==> src/rtl/sbox_pkg.sv <==
package sbox_pkg;
    localparam int NBOX      = 4;
    localparam int WORD_W    = 32;
    localparam int BYTE_W    = 8;
    localparam int BOX_SEL_W = $clog2(NBOX);
    localparam int DST_W     = 5;
    localparam int OP_W      = 3;
    localparam logic [OP_W-1:0] OP_AX  = 3'd4;
    localparam logic [OP_W-1:0] OP_AXX = 3'd5;
endpackage

==> src/rtl/sbox_agen.sv <==
module sbox_agen
    import sbox_pkg::*;
#(
    parameter int ADDR_W = 12,
    parameter int BASE   = 0
) (
    input  logic [BOX_SEL_W-1:0] box,
    input  logic [WORD_W-1:0]    r,
    output logic [ADDR_W-1:0]    addr
);
    logic [NBOX-1:0][BYTE_W-1:0] lanes;

    // box 0 takes the top byte, box NBOX-1 the bottom byte
    for (genvar g = 0; g < NBOX; g++) begin : g_lane
        assign lanes[g] = r[WORD_W-1-g*BYTE_W -: BYTE_W];
    end

    assign addr = ADDR_W'(BASE) + ADDR_W'({box, lanes[box]});
endmodule

==> src/rtl/sbox_lookup.sv <==
module sbox_lookup
    import sbox_pkg::*;
#(
    parameter int ADDR_W = 12
) (
    input  logic                          clk,
    input  logic                          rst_n,
    input  logic                          req_v,
    input  logic [BOX_SEL_W-1:0]          req_box,
    input  logic [DST_W-1:0]              req_dst,
    input  logic [ADDR_W-1:0]             req_addr,
    input  logic [WORD_W-1:0]             mem_rdata,
    output logic                          mem_re,
    output logic [ADDR_W-1:0]             mem_addr,
    output logic                          lk_valid,
    output logic [BOX_SEL_W-1:0]          lk_box,
    output logic [DST_W-1:0]              lk_dst,
    output logic [NBOX-1:0][WORD_W-1:0]   t_eff
);
    typedef struct packed {
        logic                        spr_v;
        logic [BOX_SEL_W-1:0]        spr_box;
        logic [DST_W-1:0]            spr_dst;
        logic [ADDR_W-1:0]           spr_addr;
        logic                        rd_v;
        logic [BOX_SEL_W-1:0]        rd_box;
        logic [DST_W-1:0]            rd_dst;
        logic [NBOX-1:0][WORD_W-1:0] t;
    } lk_state_t;

    lk_state_t st_d, st_q;

    always_comb begin
        st_d       = st_q;
        st_d.spr_v = req_v;
        if (req_v) begin
            st_d.spr_box  = req_box;
            st_d.spr_dst  = req_dst;
            st_d.spr_addr = req_addr;
        end
        st_d.rd_v   = st_q.spr_v;
        st_d.rd_box = st_q.spr_box;
        st_d.rd_dst = st_q.spr_dst;
        if (st_q.rd_v) begin
            st_d.t[st_q.rd_box] = mem_rdata;
        end
    end

    always_ff @(posedge clk or negedge rst_n) begin
        if (!rst_n) begin
            st_q <= '0;
        end else begin
            st_q <= st_d;
        end
    end

    // bypass: a word returning this cycle overrides the stored copy
    for (genvar g = 0; g < NBOX; g++) begin : g_byp
        assign t_eff[g] = (st_q.rd_v && st_q.rd_box == BOX_SEL_W'(g)) ? mem_rdata : st_q.t[g];
    end

    assign mem_re   = st_q.spr_v;
    assign mem_addr = st_q.spr_addr;
    assign lk_valid = st_q.rd_v;
    assign lk_box   = st_q.rd_box;
    assign lk_dst   = st_q.rd_dst;
endmodule

==> src/rtl/sbox_combine.sv <==
module sbox_combine
    import sbox_pkg::*;
(
    input  logic                        clk,
    input  logic                        rst_n,
    input  logic                        do_ax,
    input  logic                        do_axx,
    input  logic                        nox,
    input  logic [DST_W-1:0]            dst,
    input  logic [WORD_W-1:0]           ll,
    input  logic [WORD_W-1:0]           key,
    input  logic [NBOX-1:0][WORD_W-1:0] t_eff,
    output logic                        res_v,
    output logic [DST_W-1:0]            res_dst,
    output logic [WORD_W-1:0]           res_data
);
    typedef struct packed {
        logic [WORD_W-1:0] acc;
        logic              v;
        logic [DST_W-1:0]  dst;
        logic [WORD_W-1:0] data;
    } cb_state_t;

    cb_state_t st_d, st_q;
    logic [WORD_W-1:0] ax_val;

    always_comb begin
        ax_val = (t_eff[0] + t_eff[1]) ^ (nox ? '0 : t_eff[2]);
        st_d   = st_q;
        st_d.v = do_ax || do_axx;
        if (do_ax || do_axx) begin
            st_d.dst = dst;
        end
        if (do_ax) begin
            st_d.acc  = ax_val;
            st_d.data = ax_val;
        end else if (do_axx) begin
            st_d.data = ll ^ key ^ (st_q.acc + t_eff[3]);
        end
    end

    always_ff @(posedge clk or negedge rst_n) begin
        if (!rst_n) begin
            st_q <= '0;
        end else begin
            st_q <= st_d;
        end
    end

    assign res_v    = st_q.v;
    assign res_dst  = st_q.dst;
    assign res_data = st_q.data;
endmodule

==> src/rtl/sbox_exu.sv <==
module sbox_exu
    import sbox_pkg::*;
#(
    parameter int ADDR_W = 12,
    parameter int BASE   = 0
) (
    input  logic                 clk,
    input  logic                 rst_n,
    input  logic                 iss_valid,
    input  logic [OP_W-1:0]      iss_op,
    input  logic [DST_W-1:0]     iss_dst,
    input  logic                 iss_nox,
    input  logic [WORD_W-1:0]    iss_r,
    input  logic [WORD_W-1:0]    iss_ll,
    input  logic [WORD_W-1:0]    iss_key,
    output logic                 mem_re,
    output logic [ADDR_W-1:0]    mem_addr,
    input  logic [WORD_W-1:0]    mem_rdata,
    output logic                 lk_valid,
    output logic [BOX_SEL_W-1:0] lk_box,
    output logic [DST_W-1:0]     lk_dst,
    output logic [WORD_W-1:0]    lk_data,
    output logic                 alu_valid,
    output logic [DST_W-1:0]     alu_dst,
    output logic [WORD_W-1:0]    alu_data
);
    logic                        is_lk, is_ax, is_axx;
    logic [ADDR_W-1:0]           req_addr;
    logic [NBOX-1:0][WORD_W-1:0] t_eff;

    assign is_lk  = iss_valid && !iss_op[OP_W-1];
    assign is_ax  = iss_valid && (iss_op == OP_AX);
    assign is_axx = iss_valid && (iss_op == OP_AXX);

    sbox_agen #(.ADDR_W(ADDR_W), .BASE(BASE)) u_agen (
        .box  (iss_op[BOX_SEL_W-1:0]),
        .r    (iss_r),
        .addr (req_addr)
    );

    sbox_lookup #(.ADDR_W(ADDR_W)) u_lookup (
        .clk       (clk),
        .rst_n     (rst_n),
        .req_v     (is_lk),
        .req_box   (iss_op[BOX_SEL_W-1:0]),
        .req_dst   (iss_dst),
        .req_addr  (req_addr),
        .mem_rdata (mem_rdata),
        .mem_re    (mem_re),
        .mem_addr  (mem_addr),
        .lk_valid  (lk_valid),
        .lk_box    (lk_box),
        .lk_dst    (lk_dst),
        .t_eff     (t_eff)
    );

    assign lk_data = mem_rdata;

    sbox_combine u_combine (
        .clk      (clk),
        .rst_n    (rst_n),
        .do_ax    (is_ax),
        .do_axx   (is_axx),
        .nox      (iss_nox),
        .dst      (iss_dst),
        .ll       (iss_ll),
        .key      (iss_key),
        .t_eff    (t_eff),
        .res_v    (alu_valid),
        .res_dst  (alu_dst),
        .res_data (alu_data)
    );
endmodule

==> config.mk <==
export PLATFORM = sky130hd
export DESIGN_NAME = sbox_exu
export DESIGN_NICKNAME = d
export VERILOG_FILES = /design/src/rtl/sbox_pkg.sv /design/src/rtl/sbox_agen.sv /design/src/rtl/sbox_lookup.sv /design/src/rtl/sbox_combine.sv /design/src/rtl/sbox_exu.sv
export SDC_FILE = /design/constraint.sdc
export NUM_CORES = 1
export LEC_CHECK = 0
export ABC_AREA = 1
export BUFFER_PORTS_ARGS = -buffer_cell sky130_fd_sc_hd__buf_2
export CORE_ASPECT_RATIO = 1.4
export CORE_MARGIN = 4
export CORE_UTILIZATION = 28
export CTS_CLUSTER_DIAMETER = 100
export DETAILED_ROUTE_END_ITERATION = 16
export PLACE_DENSITY = 0.56
export SKIP_LAST_GASP = 1
export SYNTH_ARGS = -nofsm -noshare
export SYNTH_HDL_FRONTEND = slang
export SYNTH_SLANG_ARGS = --single-unit
==> constraint.sdc <==
create_clock -name clk -period 3.6 [get_ports clk]
set_clock_uncertainty 0.1 [all_clocks]
set_input_delay 0.36 -clock clk [delete_from_list [all_inputs] [get_ports clk]]
set_output_delay 0.36 -clock clk [all_outputs]
set_load 0.01 [all_outputs]
* Word level (Yosys, flattened, before mapping)
Cells that the tools add are included.
** Storage, ports and cells
- RAM bits :: 0
- Memories :: 0
- Latch bits :: 0
- Logic and storage cells :: 52
- Input port bits :: 140
- Flip-flop bits (word level) :: 224
- Bits in read-only memories :: 0
** Cells by class
- Add/subtract/negate cells :: 2
- Reductions and logical operators :: 12
- Equal/unequal tests :: 5
- Div/mod/pow operators :: 0
- Mux-type cells :: 12
- Bitwise logic cells :: 3
- Magnitude comparators :: 3
- Multiply operators :: 0
- Shifts and indexed selects :: 0
** Operators by type and width (count)
- two-way mux 32 bit :: 8
- bitwise mux 128 bit :: 1
- bitwise XOR 32 bit :: 3
- adder 32 bit :: 2
- demux 32 bit (select 2 bit) :: 1
- binary-select mux 8 bit (select 2 bit) :: 1
- logical AND 1 bit :: 8
- two-way mux 8 bit :: 1
- equality test 3 bit, second input constant :: 2
- less-than comparator 2 x 3 -> 1 bit, second input constant :: 2
- equality test 2 bit, second input constant :: 2
- equality test 2 x 1 -> 1 bit, second input constant :: 1
- >= comparator 2 x 1 -> 1 bit, second input constant :: 1
- zero test 2 bit :: 1
- nonzero test 2 bit :: 1
- zero test 1 bit :: 1
- logical OR 1 bit :: 1

* Depth between registers and ports, before layout
- Depth in word-level cells :: 7
- Depth in mapped cells :: 20
- Gate-level depth less buffers :: 18

* Modules after synthesis
From an unflattened synthesis, not the netlist that was laid out.
** Unflattened totals
- Cell total of the unflattened synthesis :: 2357
- Area, all modules :: 15947.8 um^2
** By module, submodules not included
- sbox_combine :: cells an instance 1509, times used 1, area an instance 8837.2 um^2
- sbox_lookup :: cells an instance 708, times used 1, area an instance 6407.4 um^2
- sbox_agen :: cells an instance 99, times used 1, area an instance 429.2 um^2
- sbox_exu :: cells an instance 41, times used 1, area an instance 274.0 um^2

* Worst setup path before layout
No wires, ideal clock.
- Path type :: register -> register
- Start :: register u_lookup.st_q, in the netlist u_lookup.lk_valid
- End :: register u_combine.st_q, in the netlist u_combine.res_data[18]
- Cell stages (with the launch flop) :: 18
- Setup slack :: 612 ps
- Clock period less this slack :: 2988 ps
- Data arrival time :: 2762 ps
- Path buffers :: 2
- Required time :: 3375 ps
- Cells stage by stage :: dfrtp_1 -> nand3_1 -> clkbuf_1 -> clkbuf_1 -> o21ai_0 -> ha_1 -> fa_1 -> nand3_1 -> nand3_1 -> nand2_1 -> nand2_1 -> nand2_1 -> nand2_1 -> nand2_1 -> nand2_1 -> xor2_1 -> nand2_1 -> nand3_1
** Between the ends
- Cells in the longest elaborated chain, start to end :: 6
- Elaborated cells on any way between the ends :: 15
- Those cells by class :: add/sub (2); mux (7); bitwise (2); reduce/logical (4)
** RTL lines
- from (decl) :: line sbox_lookup.sv:31 : lk_state_t st_d, st_q;
- from (signal assigned) :: line sbox_lookup.sv:53 : st_q <= st_d;
- logical AND 1 bit :: line sbox_lookup.sv:59 : assign t_eff[g] = (st_q.rd_v && st_q.rd_box == BOX_SEL_W'(g)) ? mem_rdata : st_q.t[g];
- two-way mux 32 bit :: line sbox_lookup.sv:59
- adder 32 bit :: line sbox_combine.sv:38 : st_d.data = ll ^ key ^ (st_q.acc + t_eff[3]);
- bitwise XOR 32 bit :: line sbox_combine.sv:38
- two-way mux 32 bit :: line sbox_combine.sv:37 : end else if (do_axx) begin
- two-way mux 32 bit (*) :: line sbox_combine.sv:34 : if (do_ax) begin
- to (signal assigned) :: line sbox_combine.sv:46 : st_q <= st_d;
- to (decl) :: line sbox_combine.sv:24 : cb_state_t st_d, st_q;
Mark *: on every way between the ends. The rest lies on a longest branch, timed or not. The select of a mux whose other input is x is not followed.
A chain may end at the register's enable or synchronous reset.

* Worst setup path in the final report
- Start :: register u_lookup.st_q, in the netlist u_lookup.lk_valid
- End :: register u_combine.st_q, in the netlist u_combine.res_data[27]
Same word-level chain as after synthesis.

==> reports/summary.md <==
The flow ran to the end, and the final reports show no timing, DRC or antenna violations. For this run, the leading register cell type out of synthesis is dfrtp_1. The first TritonRoute pass finished after 6 iterations. The die boundary height was 279 µm; the initial cell density of the core was 28.2%.

The layout overhead on the synthesized area came out at 15.7%. The worst hold path depth was 3; the instance area after placement was 16000 µm². The clock share of power is 20.1%. For this run, asynchronously set or reset flops after synthesis account for 100%. The clock-pin slew of the registers on the worst-case setup and hold paths was 0.06 ns. The run gives 0.306 ns as the final worst slack. The row count was 99. The tools report the end of the worst hold path as u_lookup.mem_addr[2].

At the pin with the least slew margin, the transition time is 0.990 ns. The clock drives 222 sinks. Summed over all layers, the global routing overflow is 0.

In this run the standard cell core region covers 52000 µm². Via count of the first global-routing pass: 12.8k. The internal power summed over all cells was 0.00783 W. A synthesized cell averages 7.25 µm². Leakage power: 9.03 nW. In this run the critical register-to-register path is captured at u_combine.res_data[27]. The worst setup path is of the reg -> reg kind. The accumulated negative setup slack came out at 0 ns. Number of enable-type register cells in the synthesized netlist: 0. The final route contains 13.0k vias.

For the count of H-tree levels built during CTS, the log shows 1. The first global-routing pass estimated 71000 µm of wire. 0 antenna diodes ended up in the layout. At the end of routability-driven placement, the weighted congestion stood at 0.940. Data on the critical path is required at its endpoint by 3.91 ns.

The total CTS buffers was 25; the maximum fanout along the worst path was 33. Entering global routing, the biggest net connects 100 pins. For the reported net switching power, the log shows 0.00623 W.

The run gives 37.8% as the proportion of synthesized chip area in sequential cells. In this run the horizontal extent of the chip is 202 µm. The tools report the later-pin clock latency in the skew report as 0.56 ns. The CTS root buffer is clkbuf_16.

Counting flops and latches in the post-synthesis netlist gives 222. 231 I/O pins were placed. After detailed routing, the average wire length per cell comes to 16.0 µm. The count of buffers added on input and output ports is 228. Summing every instance area after synthesis gives 14700 µm². The clock period could shrink to 3.29 ns.

Across the VDD grid, the largest voltage drop is 0.000318 V. The power per unit of standard cell area was 827 nW/µm². The cell count after synthesis was 2026; the share of final-layout standard cells stronger than drive strength 1 was 14.1%. After legalization and detailed placement, the total HPWL measured 36500 µm.

The logs give 304 MHz for the maximum clock rate and 5628 for the number of filler cells placed in the layout. The clock passes through at most 3 buffers. The worst hold path belongs to the class in -> reg. The cell area after layout is 17000 µm². For the final max-slew violation count, the log shows 0. The tool flagged a number of max-cap violations equal to 0.

In this run the tightest slew margin relative to its limit is 33.7%. The fraction of power spent switching nets works out to 44.3%. For this run, design rule violations remaining after detail routing come to 0. The first routing iteration left 714 violations. STA classifies the critical path endpoint as a register.

Setup slack on the worst reg-to-reg path comes out at 0.31 ns. In this run the remaining antenna-violating nets after routing total 0. TritonCTS built the clock tree. Once layout is complete, the utilization of the core stands at 32.7%.

In this run the critical register-to-register path is launched from u_lookup.lk_valid. The worst setup path is launched from a register. The routed via count divided by cell count works out to 4.56. Sequential cells account for 26.9% of the total power. Per report_power, the combinational group accounts for 53.0% of the total.

Start point of the worst hold path: iss_r[18]. The initial antenna violation count is 0, and the number of hold violations in the final report is 0. At the end of the flow, the number of nets in the layout was 2376. The tools report the endpoint arrival time on the critical path as 3.61 ns. The final setup violation count was 0; the total length of routed wires was 45500 µm. Setup repair after global routing left no endpoint under its margin.

The aggregate global-route resource usage is 15.6%, and the depth of the most critical reg-to-reg path is 15. In this run, distinct cell masters in the synthesized netlist total 39. The final cycle utilization of the critical path was 91.5%; the total number of yosys warnings was 0. Prior to clock tree synthesis, the placed netlist has a worst setup slack of 0.319 ns. Area of the die: 56300 µm².
-- through the flow --
step	total power [W]	hold slack [ns]	cells
CTS	0.0142	0.00252	2840
finish	0.0141	0.0299	2840
floorplan	0.00937	-0.0356	2027
global route	0.0154	0.0301	2840
global placement	0.0112	0.167	2787
detailed placement	0.0113	0.167	2787
-- per-layer routing --
layer  share of wire (%)  routed length (µm)  vias to the layer above  global-route usage [%]
li1                    -                   -                     6651                       -
met1                  44               20200                     5950                    20.4
met2                  49               22500                      295                    27.8
met3                 3.7                1710                       54                    1.44
met4                 2.4                1110                        0                    4.33
met5                   0                   0                        -                       0
-- kinds of logic (layout without fill, tap and decap cells) --
family / count (synthesis) / in the layout / synth area share (%)
and+or+nand+nor: 890 / 890 / 24.5
buffers and inverters: 358 / 515 / 11.5
other: 1 / 2 / 0.0255
AOI/OAI and AO/OA: 364 / 364 / 12.9
DFF: 222 / 222 / 37.8
xor gates and xnor gates: 120 / 120 / 7.15
adders and majority gates: 71 / 71 / 6.15
-- power groups by stage --
stage	Combinational [W]	Clock (W)	Sequential [W]
2_1_floorplan	0.00569	0	0.00367
3_3_place_gp	0.00741	0	0.00381
3_5_place_dp	0.00746	0	0.00382
4_1_cts	0.00752	0.00292	0.00379
5_1_grt	0.00847	0.00301	0.00388
6_report	0.00745	0.00283	0.00378
-- placed cells by master (no fill, tap or decap), types with 5 or more instances in the layout --
cell type      netlist  routed
a21oi_1             62      62
a31oi_1              6       6
buf_12               0       5
buf_2                7     227
buf_4               88      16
bufinv_16            0       5
clkbuf_16            0      25
clkinv_2             0       6
dfrtp_1            222     222
dlygate4sd3_1        0       7
ha_1                69      69
inv_1              209     209
nand2_1            647     647
nand3_1             98      95
nand3b_1             9       9
nand4_1              7       7
nor2_1             103     103
nor3_1              11      11
o21ai_0            263     263
o21ai_1              5       5
o21bai_1            16      16
xnor2_1             67      67
xor2_1              53      53
-- critical path: stages (launching register included) --
cell      delay [ns]
dfrtp_1         0.52
nand3_2         0.32
buf_4           0.34
nand2_1         0.11
o21ai_0         0.09
ha_1            0.35
nand2_1         0.20
inv_1           0.06
a21oi_1         0.35
o21bai_1        0.14
a21oi_1         0.18
nand2_1         0.08
nand2_1         0.05
nand2_1         0.06
nand2_1         0.14
nand3_1         0.09
-- cells in the mapped netlist (all sizes together) (4+ instances only) --
cell type | instances | area [µm²]
xor2 | 53 | 464
nor3 | 11 | 55.1
clkbuf | 45 | 169
ha | 69 | 863
nand2 | 648 | 2430
nand4 | 7 | 43.8
o21bai | 16 | 120
or2 | 4 | 25.0
o21ai | 268 | 1340
nor2 | 103 | 387
nand3 | 99 | 500
a31oi | 6 | 37.5
dfrtp | 222 | 5560
buf | 100 | 722
nand3b | 9 | 67.6
xnor2 | 67 | 587
inv | 213 | 800
a21oi | 62 | 310
-- worst max path at each step --
stage                 startpoint                endpoint  slack (ns)  cells after the start
2_1_floorplan  u_lookup.lk_valid  u_combine.res_data[18]        0.61                     17
6_report       u_lookup.lk_valid  u_combine.res_data[27]        0.31                     15
5_1_grt        u_lookup.lk_valid  u_combine.res_data[27]        0.01                     15
4_1_cts        u_lookup.lk_valid  u_combine.res_data[27]        0.30                     15
3_5_place_dp   u_lookup.lk_valid  u_combine.res_data[27]        0.32                     15
3_3_place_gp   u_lookup.lk_valid  u_combine.res_data[27]        0.37                     15
-- registers in the layout, summed over array words and instances, names as in the netlist --
name / cells
u_combine.res_data: 32
u_combine.res_dst: 5
u_combine.res_v: 1
u_combine.st_q: 32
u_lookup.lk_box: 2
u_lookup.lk_dst: 5
u_lookup.lk_valid: 1
u_lookup.mem_addr: 8
u_lookup.mem_re: 1
u_lookup.st_d: 7
u_lookup.st_q: 128
-- layout make-up --
type	instances	area, µm²	share of cell area [%]
clock inverter	15	213	1.25
sequential	222	5560	32.7
tap	656	821	4.83
timing repair buffer	256	1440	8.48
multi-input combinational	1447	7480	44.0
inverter	213	800	4.70
clock buffer	31	688	4.05
-- timing repair --
| action | in CTS | in global routing |
|---|---|---|
| setup endpoints to repair | 0 | 1 |
| setup buffers | 0 | 0 |
| resized for setup | 0 | 1 |
| hold endpoints to repair | 44 | 0 |
| hold buffers | 7 | 0 |
No activity file was read; power rests on OpenSTA's default activity.
